==> config.mk <==
export PLATFORM = sky130hd
export DESIGN_NAME = pgwalk_top
export DESIGN_NICKNAME = d
export VERILOG_FILES = /design/src/rtl/pgwalk_pkg.sv /design/src/rtl/pgwalk_idx_sel.sv /design/src/rtl/pgwalk_wb_calc.sv /design/src/rtl/pgwalk_ctrl.sv /design/src/rtl/pgwalk_top.sv
export SDC_FILE = /design/constraint.sdc
export NUM_CORES = 1
export LEC_CHECK = 0
export BUFFER_PORTS_ARGS = -buffer_cell sky130_fd_sc_hd__buf_2
export CORE_ASPECT_RATIO = 1.4
export CORE_MARGIN = 1.5
export CORE_UTILIZATION = 53
export DETAILED_ROUTE_END_ITERATION = 10
export PLACE_DENSITY = 0.89
export REMOVE_ABC_BUFFERS = 1
export SETUP_SLACK_MARGIN = 0.5
export SLEW_MARGIN = 0
export SYNTH_ARGS = -nofsm -noshare
export SYNTH_HDL_FRONTEND = slang
export SYNTH_SLANG_ARGS = --single-unit
==> constraint.sdc <==
create_clock -name clk -period 4.08 [get_ports clk]
set_clock_uncertainty 0.15 [all_clocks]
set_input_delay 0.816 -clock clk [delete_from_list [all_inputs] [get_ports clk]]
set_output_delay 0.816 -clock clk [all_outputs]
set_load 0.01 [all_outputs]
==> src/rtl/pgwalk_pkg.sv <==
package pgwalk_pkg;
  localparam int unsigned LEVELS   = 3;
  localparam int unsigned P_BIT    = 0;
  localparam int unsigned R_BIT    = 1;
  localparam int unsigned M_BIT    = 2;

  typedef enum logic [2:0] {
    ST_IDLE,
    ST_L1_READ,
    ST_L2_READ,
    ST_L3_READ,
    ST_UPDATE,
    ST_DONE,
    ST_FAULT
  } walk_state_e;
endpackage

==> src/rtl/pgwalk_idx_sel.sv <==
module pgwalk_idx_sel
  import pgwalk_pkg::*;
#(
  parameter int unsigned IDX_W  = 10,
  parameter int unsigned PA_W   = 32,
  parameter int unsigned LVL_W  = 2,
  parameter int unsigned ENT_SH = 2,
  localparam int unsigned VPN_W = LEVELS * IDX_W
) (
  input  logic [VPN_W-1:0] vpn,
  input  logic [PA_W-1:0]  base,
  input  logic [LVL_W-1:0] lvl,
  output logic [PA_W-1:0]  ent_addr
);
  logic [LEVELS-1:0][IDX_W-1:0] idx;
  logic [IDX_W-1:0]             sel;

  // Level 0 takes the most significant index field.
  for (genvar g = 0; g < LEVELS; g++) begin : g_idx
    assign idx[g] = vpn[VPN_W-1-g*IDX_W -: IDX_W];
  end

  always_comb begin
    sel = '0;
    for (int g = 0; g < LEVELS; g++) begin
      if (lvl == LVL_W'(g)) sel = idx[g];
    end
  end

  assign ent_addr = base + (PA_W'(sel) << ENT_SH);
endmodule

==> src/rtl/pgwalk_wb_calc.sv <==
module pgwalk_wb_calc
  import pgwalk_pkg::*;
#(
  parameter int unsigned PA_W  = 32,
  parameter int unsigned OFF_W = 12,
  localparam int unsigned FRAME_W = PA_W - OFF_W
) (
  input  logic [PA_W-1:0]    entry,
  input  logic               is_write,
  output logic               present,
  output logic [FRAME_W-1:0] frame,
  output logic               need_wb,
  output logic [PA_W-1:0]    wb_data
);
  logic [PA_W-1:0] set_mask;

  assign present = entry[P_BIT];
  assign frame   = entry[PA_W-1:OFF_W];

  always_comb begin
    set_mask        = '0;
    set_mask[R_BIT] = 1'b1;
    set_mask[M_BIT] = is_write;
  end

  assign wb_data = entry | set_mask;
  assign need_wb = (wb_data != entry);
endmodule

==> src/rtl/pgwalk_ctrl.sv <==
module pgwalk_ctrl
  import pgwalk_pkg::*;
#(
  parameter int unsigned VA_W  = 42,
  parameter int unsigned OFF_W = 12,
  parameter int unsigned PA_W  = 32,
  parameter int unsigned LVL_W = 2,
  localparam int unsigned FRAME_W = PA_W - OFF_W,
  localparam int unsigned VPN_W   = VA_W - OFF_W
) (
  input  logic               clk,
  input  logic               rst,
  input  logic               req_valid,
  input  logic [VA_W-1:0]    req_va,
  input  logic               req_write,
  input  logic [PA_W-1:0]    root_base,
  input  logic               mem_ack,
  input  logic [PA_W-1:0]    ent_addr,
  input  logic               ent_present,
  input  logic [FRAME_W-1:0] ent_frame,
  input  logic               ent_need_wb,
  input  logic [PA_W-1:0]    ent_wb_data,
  output logic [LVL_W-1:0]   lvl_sel,
  output logic [VPN_W-1:0]   vpn_q,
  output logic [PA_W-1:0]    base_q,
  output logic               wr_q,
  output logic               busy,
  output logic               mem_req,
  output logic               mem_we,
  output logic [PA_W-1:0]    mem_addr,
  output logic [PA_W-1:0]    mem_wdata,
  output logic               rsp_valid,
  output logic               rsp_fault,
  output logic [LVL_W-1:0]   rsp_level,
  output logic [PA_W-1:0]    rsp_pa,
  output logic [VA_W-1:0]    rsp_va
);
  walk_state_e         state;
  logic                issued;
  logic [VA_W-1:0]     va_q;
  logic [FRAME_W-1:0]  leaf_frame;
  logic [LVL_W-1:0]    fault_lvl;
  logic [PA_W-1:0]     wb_data_q;

  assign vpn_q = va_q[VA_W-1:OFF_W];

  always_comb begin
    case (state)
      ST_L2_READ: lvl_sel = LVL_W'(1);
      ST_L3_READ: lvl_sel = LVL_W'(2);
      default:    lvl_sel = LVL_W'(0);
    endcase
  end

  always_ff @(posedge clk) begin
    if (rst) begin
      state      <= ST_IDLE;
      issued     <= 1'b0;
      busy       <= 1'b0;
      mem_req    <= 1'b0;
      mem_we     <= 1'b0;
      mem_addr   <= '0;
      mem_wdata  <= '0;
      rsp_valid  <= 1'b0;
      rsp_fault  <= 1'b0;
      rsp_level  <= '0;
      rsp_pa     <= '0;
      rsp_va     <= '0;
      va_q       <= '0;
      wr_q       <= 1'b0;
      base_q     <= '0;
      leaf_frame <= '0;
      fault_lvl  <= '0;
      wb_data_q  <= '0;
    end else begin
      mem_req   <= 1'b0;
      rsp_valid <= 1'b0;
      case (state)
        ST_IDLE: begin
          if (req_valid) begin
            va_q   <= req_va;
            wr_q   <= req_write;
            base_q <= root_base;
            busy   <= 1'b1;
            state  <= ST_L1_READ;
          end
        end
        ST_L1_READ, ST_L2_READ, ST_L3_READ: begin
          if (!issued) begin
            mem_req  <= 1'b1;
            mem_we   <= 1'b0;
            mem_addr <= ent_addr;
            issued   <= 1'b1;
          end else if (mem_ack) begin
            issued <= 1'b0;
            if (!ent_present) begin
              fault_lvl <= lvl_sel + LVL_W'(1);
              state     <= ST_FAULT;
            end else if (state != ST_L3_READ) begin
              base_q <= {ent_frame, {OFF_W{1'b0}}};
              state  <= (state == ST_L1_READ) ? ST_L2_READ : ST_L3_READ;
            end else begin
              leaf_frame <= ent_frame;
              wb_data_q  <= ent_wb_data;
              state      <= ent_need_wb ? ST_UPDATE : ST_DONE;
            end
          end
        end
        ST_UPDATE: begin
          if (!issued) begin
            mem_req   <= 1'b1;
            mem_we    <= 1'b1;
            mem_wdata <= wb_data_q;
            issued    <= 1'b1;
          end else if (mem_ack) begin
            issued <= 1'b0;
            state  <= ST_DONE;
          end
        end
        ST_DONE: begin
          rsp_valid <= 1'b1;
          rsp_fault <= 1'b0;
          rsp_level <= '0;
          rsp_pa    <= {leaf_frame, va_q[OFF_W-1:0]};
          rsp_va    <= va_q;
          busy      <= 1'b0;
          state     <= ST_IDLE;
        end
        ST_FAULT: begin
          rsp_valid <= 1'b1;
          rsp_fault <= 1'b1;
          rsp_level <= fault_lvl;
          rsp_pa    <= '0;
          rsp_va    <= va_q;
          busy      <= 1'b0;
          state     <= ST_IDLE;
        end
        default: state <= ST_IDLE;
      endcase
    end
  end


  busy_start_chk: assert property (@(posedge clk) disable iff (rst)
    $rose(busy) |-> $past(req_valid));


  req_pulse_chk: assert property (@(posedge clk) disable iff (rst)
    mem_req |=> !mem_req);


  fault_level_chk: assert property (@(posedge clk) disable iff (rst)
    (rsp_valid && rsp_fault) |-> (rsp_level != '0 && rsp_level <= LVL_W'(3)));


  pa_offset_chk: assert property (@(posedge clk) disable iff (rst)
    (rsp_valid && !rsp_fault) |-> (rsp_pa[OFF_W-1:0] == rsp_va[OFF_W-1:0]));


  wb_ref_chk: assert property (@(posedge clk) disable iff (rst)
    (mem_req && mem_we) |-> mem_wdata[R_BIT]);


  wb_mod_chk: assert property (@(posedge clk) disable iff (rst)
    (mem_req && mem_we && wr_q) |-> mem_wdata[M_BIT]);
endmodule

==> src/rtl/pgwalk_top.sv <==
module pgwalk_top
  import pgwalk_pkg::*;
#(
  parameter int unsigned IDX_W = 10,
  parameter int unsigned OFF_W = 12,
  parameter int unsigned PA_W  = 32,
  localparam int unsigned VA_W    = LEVELS * IDX_W + OFF_W,
  localparam int unsigned VPN_W   = VA_W - OFF_W,
  localparam int unsigned FRAME_W = PA_W - OFF_W,
  localparam int unsigned LVL_W   = $clog2(LEVELS + 1),
  localparam int unsigned ENT_SH  = $clog2(PA_W / 8)
) (
  input  logic             clk,
  input  logic             rst,
  input  logic             req_valid,
  input  logic [VA_W-1:0]  req_va,
  input  logic             req_write,
  input  logic [PA_W-1:0]  root_base,
  output logic             busy,
  output logic             mem_req,
  output logic             mem_we,
  output logic [PA_W-1:0]  mem_addr,
  output logic [PA_W-1:0]  mem_wdata,
  input  logic             mem_ack,
  input  logic [PA_W-1:0]  mem_rdata,
  output logic             rsp_valid,
  output logic             rsp_fault,
  output logic [LVL_W-1:0] rsp_level,
  output logic [PA_W-1:0]  rsp_pa,
  output logic [VA_W-1:0]  rsp_va
);
  logic [LVL_W-1:0]   lvl_sel;
  logic [VPN_W-1:0]   vpn_q;
  logic [PA_W-1:0]    base_q;
  logic [PA_W-1:0]    ent_addr;
  logic               wr_q;
  logic               ent_present;
  logic [FRAME_W-1:0] ent_frame;
  logic               ent_need_wb;
  logic [PA_W-1:0]    ent_wb_data;

  pgwalk_idx_sel #(
    .IDX_W(IDX_W), .PA_W(PA_W), .LVL_W(LVL_W), .ENT_SH(ENT_SH)
  ) u_idx (
    .vpn(vpn_q), .base(base_q), .lvl(lvl_sel), .ent_addr(ent_addr)
  );

  pgwalk_wb_calc #(.PA_W(PA_W), .OFF_W(OFF_W)) u_wb (
    .entry(mem_rdata), .is_write(wr_q), .present(ent_present),
    .frame(ent_frame), .need_wb(ent_need_wb), .wb_data(ent_wb_data)
  );

  pgwalk_ctrl #(
    .VA_W(VA_W), .OFF_W(OFF_W), .PA_W(PA_W), .LVL_W(LVL_W)
  ) u_ctrl (
    .clk(clk), .rst(rst), .req_valid(req_valid), .req_va(req_va),
    .req_write(req_write), .root_base(root_base), .mem_ack(mem_ack),
    .ent_addr(ent_addr), .ent_present(ent_present), .ent_frame(ent_frame),
    .ent_need_wb(ent_need_wb), .ent_wb_data(ent_wb_data),
    .lvl_sel(lvl_sel), .vpn_q(vpn_q), .base_q(base_q), .wr_q(wr_q),
    .busy(busy), .mem_req(mem_req), .mem_we(mem_we), .mem_addr(mem_addr),
    .mem_wdata(mem_wdata), .rsp_valid(rsp_valid), .rsp_fault(rsp_fault),
    .rsp_level(rsp_level), .rsp_pa(rsp_pa), .rsp_va(rsp_va)
  );
endmodule

==> impl_results.md <==
- Core Rows: 59
- Syn. warnings: 0
- First-pass iteration count of the detailed router: 7
- Slew Viols, Final: 0
- Ports: 256
- CP Cell Sequence: nand2b_2, o21ai_1, ha_1, inv_1, fa_1, nor2b_1, o21ai_1, a21oi_2, o31ai_1, a21o_2, or4_1, a311oi_1
- Final Wtd Congestion: 0.8542
- Clock sinks: 258
- Commonest non-fill, non-tap cell in the layout: nand2_1
- Dpl cells: 1,564
- Unrepaired setup endpoints after global routing: no
- Sequential-to-total area share from yosys stat: 52.09%
- Fin Hold WS: 0.3020 ns
- Clock-pin slew on the worst setup and hold paths: 0.07 ns
- DRT Wirelength: 27,720 um
- Root buffer cell: clkbuf_16
- Worst R2R Path Depth: 12
- CP max FO: 13
- Max clock buf depth: 3
- Post-Syn Area: 9915 um^2
- Slack of the worst reg-to-reg path: 0.65 ns
- CTS Buf Count: 25
- Min-delay src: u_ctrl.wb_data_q[7]
- Largest net degree at the start of global routing: 75
- Period utilization: 83.97%
- VDD IR max: 0.0002999 V
- Starting density of the core: 53.72%
- R2R Path End: u_ctrl.mem_addr[26]
- Gr ovfl total: 0
- DR WL/cell: 17.22 um
- Port bufs: 255
- Maxcap violations: 0
- CP max-delay cell: or4_1
- Vias in the first global route: 8,628
- Endpoints failing setup: 0
- Total power: 0.005687 W
- Top FF cell, synth: dfxtp_1
- TritonCTS clock tree: done
- First-pass GRT wire length: 42,450 um
- Total Routing Usage GR: 26.68%
- Worst rel slew slack: 21.47%
- FF-to-FF Start: u_ctrl.state[2]
- Area delta synth->final: 23.41%
- Core ar.: 18,460 um^2
- F_max: 0.2919 GHz
- Fin area: 12,240 um^2
- Worst EP required: 4.35 ns
- Outcome: finished clean
- FILL cells: 1,467
- Async SR Flop Fraction: 0%
- Area after DPL: 11,340 um^2
- Final HPWL DP: 18,300 um
- Fin nets: 1,469
- Pwr dens: 464.8 nW/um^2
- DRT antenna net count: 0
- Period minus WS final: 3.426 ns
- Clk Latency, worst-skew pair: 0.52 ns
- Commonest cells after routing, fill and taps aside: nand2_1, dfxtp_1, buf_2
- Die width: 118.6 um
- Worst Tran Pin Value: 1.178 ns
- Fin. Hold Viols: 0
- Synth cell types: 50
- Critical path arrival: 3.70 ns
- Hold/Removal Path Class: reg -> reg
- Startpoint types: flip-flop
- DR vias/cell: 5.679
- Initial antenna violation count: 2
- FF+latch count, synth: 258
- Hold Crit Endpoint: u_ctrl.mem_wdata[7]
- Die ar.: 19,550 um^2
- Setup Crit Path Kind: reg -> reg
- Max H-tree Level: 1
- Chip Height: 164.8 um
- Vias: 9,143
- Hold depth: 2
- Crit-path max cell delay: 0.51 ns
- DR iter-0 viols: 922
- Residual DRC: 0
- Setup crit end kind: flip-flop
- Leakage Power: 5.171 nW
- Most frequent cell on the critical path: o21ai_1
- Mapped Cells: 1,138
- Avg Inst Size Synth: 8.712 um^2
- Post-synth EDFFs: 0
- Share of layout cells above drive strength 1: 24.21%
- Non-Filler Instances: 1,610
cells by family after synthesis:
kind of cell    after synthesis  synth area share (%)
buf+inv                     101                 3.887
mux                          31                 3.142
simple gates                406                 17.52
flops                       258                 52.09
compound gates              315                 20.48
xor+xnor                     16                 1.413
fa+ha+maj                    11                 1.464
worst max-delay path by stage:
| stage | slack (ns) | cells after the start | to | start |
|---|---|---|---|---|
| floorplan | -0.28 | 3 | u_ctrl.rsp_pa[0] | u_ctrl.state[0] |
| CTS | 0.53 | 13 | u_ctrl.mem_addr[26] | u_ctrl.state[2] |
| detailed placement | 0.65 | 12 | u_ctrl.mem_addr[26] | u_ctrl.state[2] |
| global route | 0.50 | 12 | u_ctrl.mem_addr[26] | u_ctrl.state[2] |
| finish | 0.65 | 12 | u_ctrl.mem_addr[26] | u_ctrl.state[2] |
| global placement | 0.79 | 12 | u_ctrl.mem_addr[26] | u_ctrl.state[2] |
layout make-up:
cell class	instances	area, um^2	share of cell area [%]
Timing Repair Buffer	270	1395	11.40
Multi-Input combinational cell	779	4436	36.25
Sequential cell	258	5166	42.22
Clock buffer	30	664.4	5.430
Antenna cell	3	7.507	0.06136
Inverter	13	48.80	0.3988
Tap cell	244	305.3	2.495
Clock inverter	13	212.7	1.738
synth_stat cells, drive strengths merged (3+ instances only):
| library cell | number | area share, % |
|---|---|---|
| ha | 10 | 1.3 |
| nand2b | 6 | 0.38 |
| dfxtp | 258 | 52 |
| buf | 7 | 0.33 |
| nand2 | 262 | 9.9 |
| a211oi | 31 | 2.3 |
| nand4 | 4 | 0.25 |
| nor2b | 4 | 0.25 |
| nor4b | 4 | 0.35 |
| nor2 | 58 | 2.2 |
| xnor2 | 8 | 0.71 |
| or2 | 3 | 0.19 |
| clkbuf | 81 | 3.1 |
| or4 | 6 | 0.45 |
| nor3b | 3 | 0.23 |
| xor2 | 8 | 0.71 |
| a21oi | 160 | 8.1 |
| a311oi | 6 | 0.53 |
| nor3 | 10 | 0.50 |
| mux2i | 30 | 3.0 |
| a22o | 74 | 6.5 |
| or3 | 4 | 0.25 |
| and3 | 5 | 0.37 |
| inv | 13 | 0.49 |
| o21ai | 19 | 0.96 |
| o31ai | 9 | 0.68 |
| nand3 | 26 | 1.3 |
| nand3b | 4 | 0.30 |
worst max-delay path, delay by kind of cell (launching register included):
kind | cells | cell delay [ns]
and+or+nand+nor | 3 | 0.95
DFF | 1 | 0.32
adders and majority gates | 2 | 0.59
buffers and inverters | 1 | 0.06
AOI/OAI and AO/OA | 6 | 1.24
sequential cells by signal, indices dropped and copies added (netlist names):
| signal | flops |
|---|---|
| u_ctrl.va_q | 42 |
| u_ctrl.rsp_pa | 32 |
| u_ctrl.issued | 1 |
| u_ctrl.wr_q | 1 |
| u_ctrl.rsp_fault | 1 |
| u_ctrl.leaf_frame | 1 |
| u_ctrl.fault_lvl | 2 |
| u_ctrl.mem_wdata | 32 |
| u_ctrl.mem_addr | 32 |
| u_ctrl.mem_req | 1 |
| u_ctrl.rsp_valid | 1 |
| u_ctrl.state | 3 |
| u_ctrl.rsp_level | 2 |
| u_ctrl.busy | 1 |
| u_ctrl.mem_we | 1 |
| u_ctrl.wb_data_q | 31 |
| u_ctrl.rsp_va | 42 |
| u_ctrl.base_q | 32 |
per-layer routing:
layer | part of all wire (%) | GRT usage [%] | vias to the layer above
met4 | 3.7 | 11.45 | 0
met2 | 51 | 47.97 | 420
met1 | 39 | 31.57 | 4281
met5 | 0 | 0 | -
met3 | 6.9 | 4.282 | 72
li1 | - | - | 4370
power breakdown:
group	total, W	switching [W]	leakage [nW]	internal [W]
sequential	0.00270	0.0000879	2.10	0.00261
combinational	0.000524	0.000326	2.66	0.000197
clock	0.00246	0.000979	0.418	0.00148
through the flow:
step	util [%]	TNS, ns	setup slack, ns
2_1_floorplan	-	-20.88	-0.2829
3_3_place_gp	61.46	0	0.7918
3_5_place_dp	61.46	0	0.6467
4_1_cts	66.21	0	0.5254
5_1_grt	66.28	0	0.4962
6_report	66.30	0	0.6540
what timing repair did:
| action | in CTS | in global routing |
|---|---|---|
| cloned | 0 | 0 |
| setup endpoints to repair | 1 | 11 |
| resized for setup | 1 | 4 |
| setup buffers | 0 | 0 |
| hold buffers | 0 | 0 |
No activity file was read; power rests on OpenSTA's default activity.
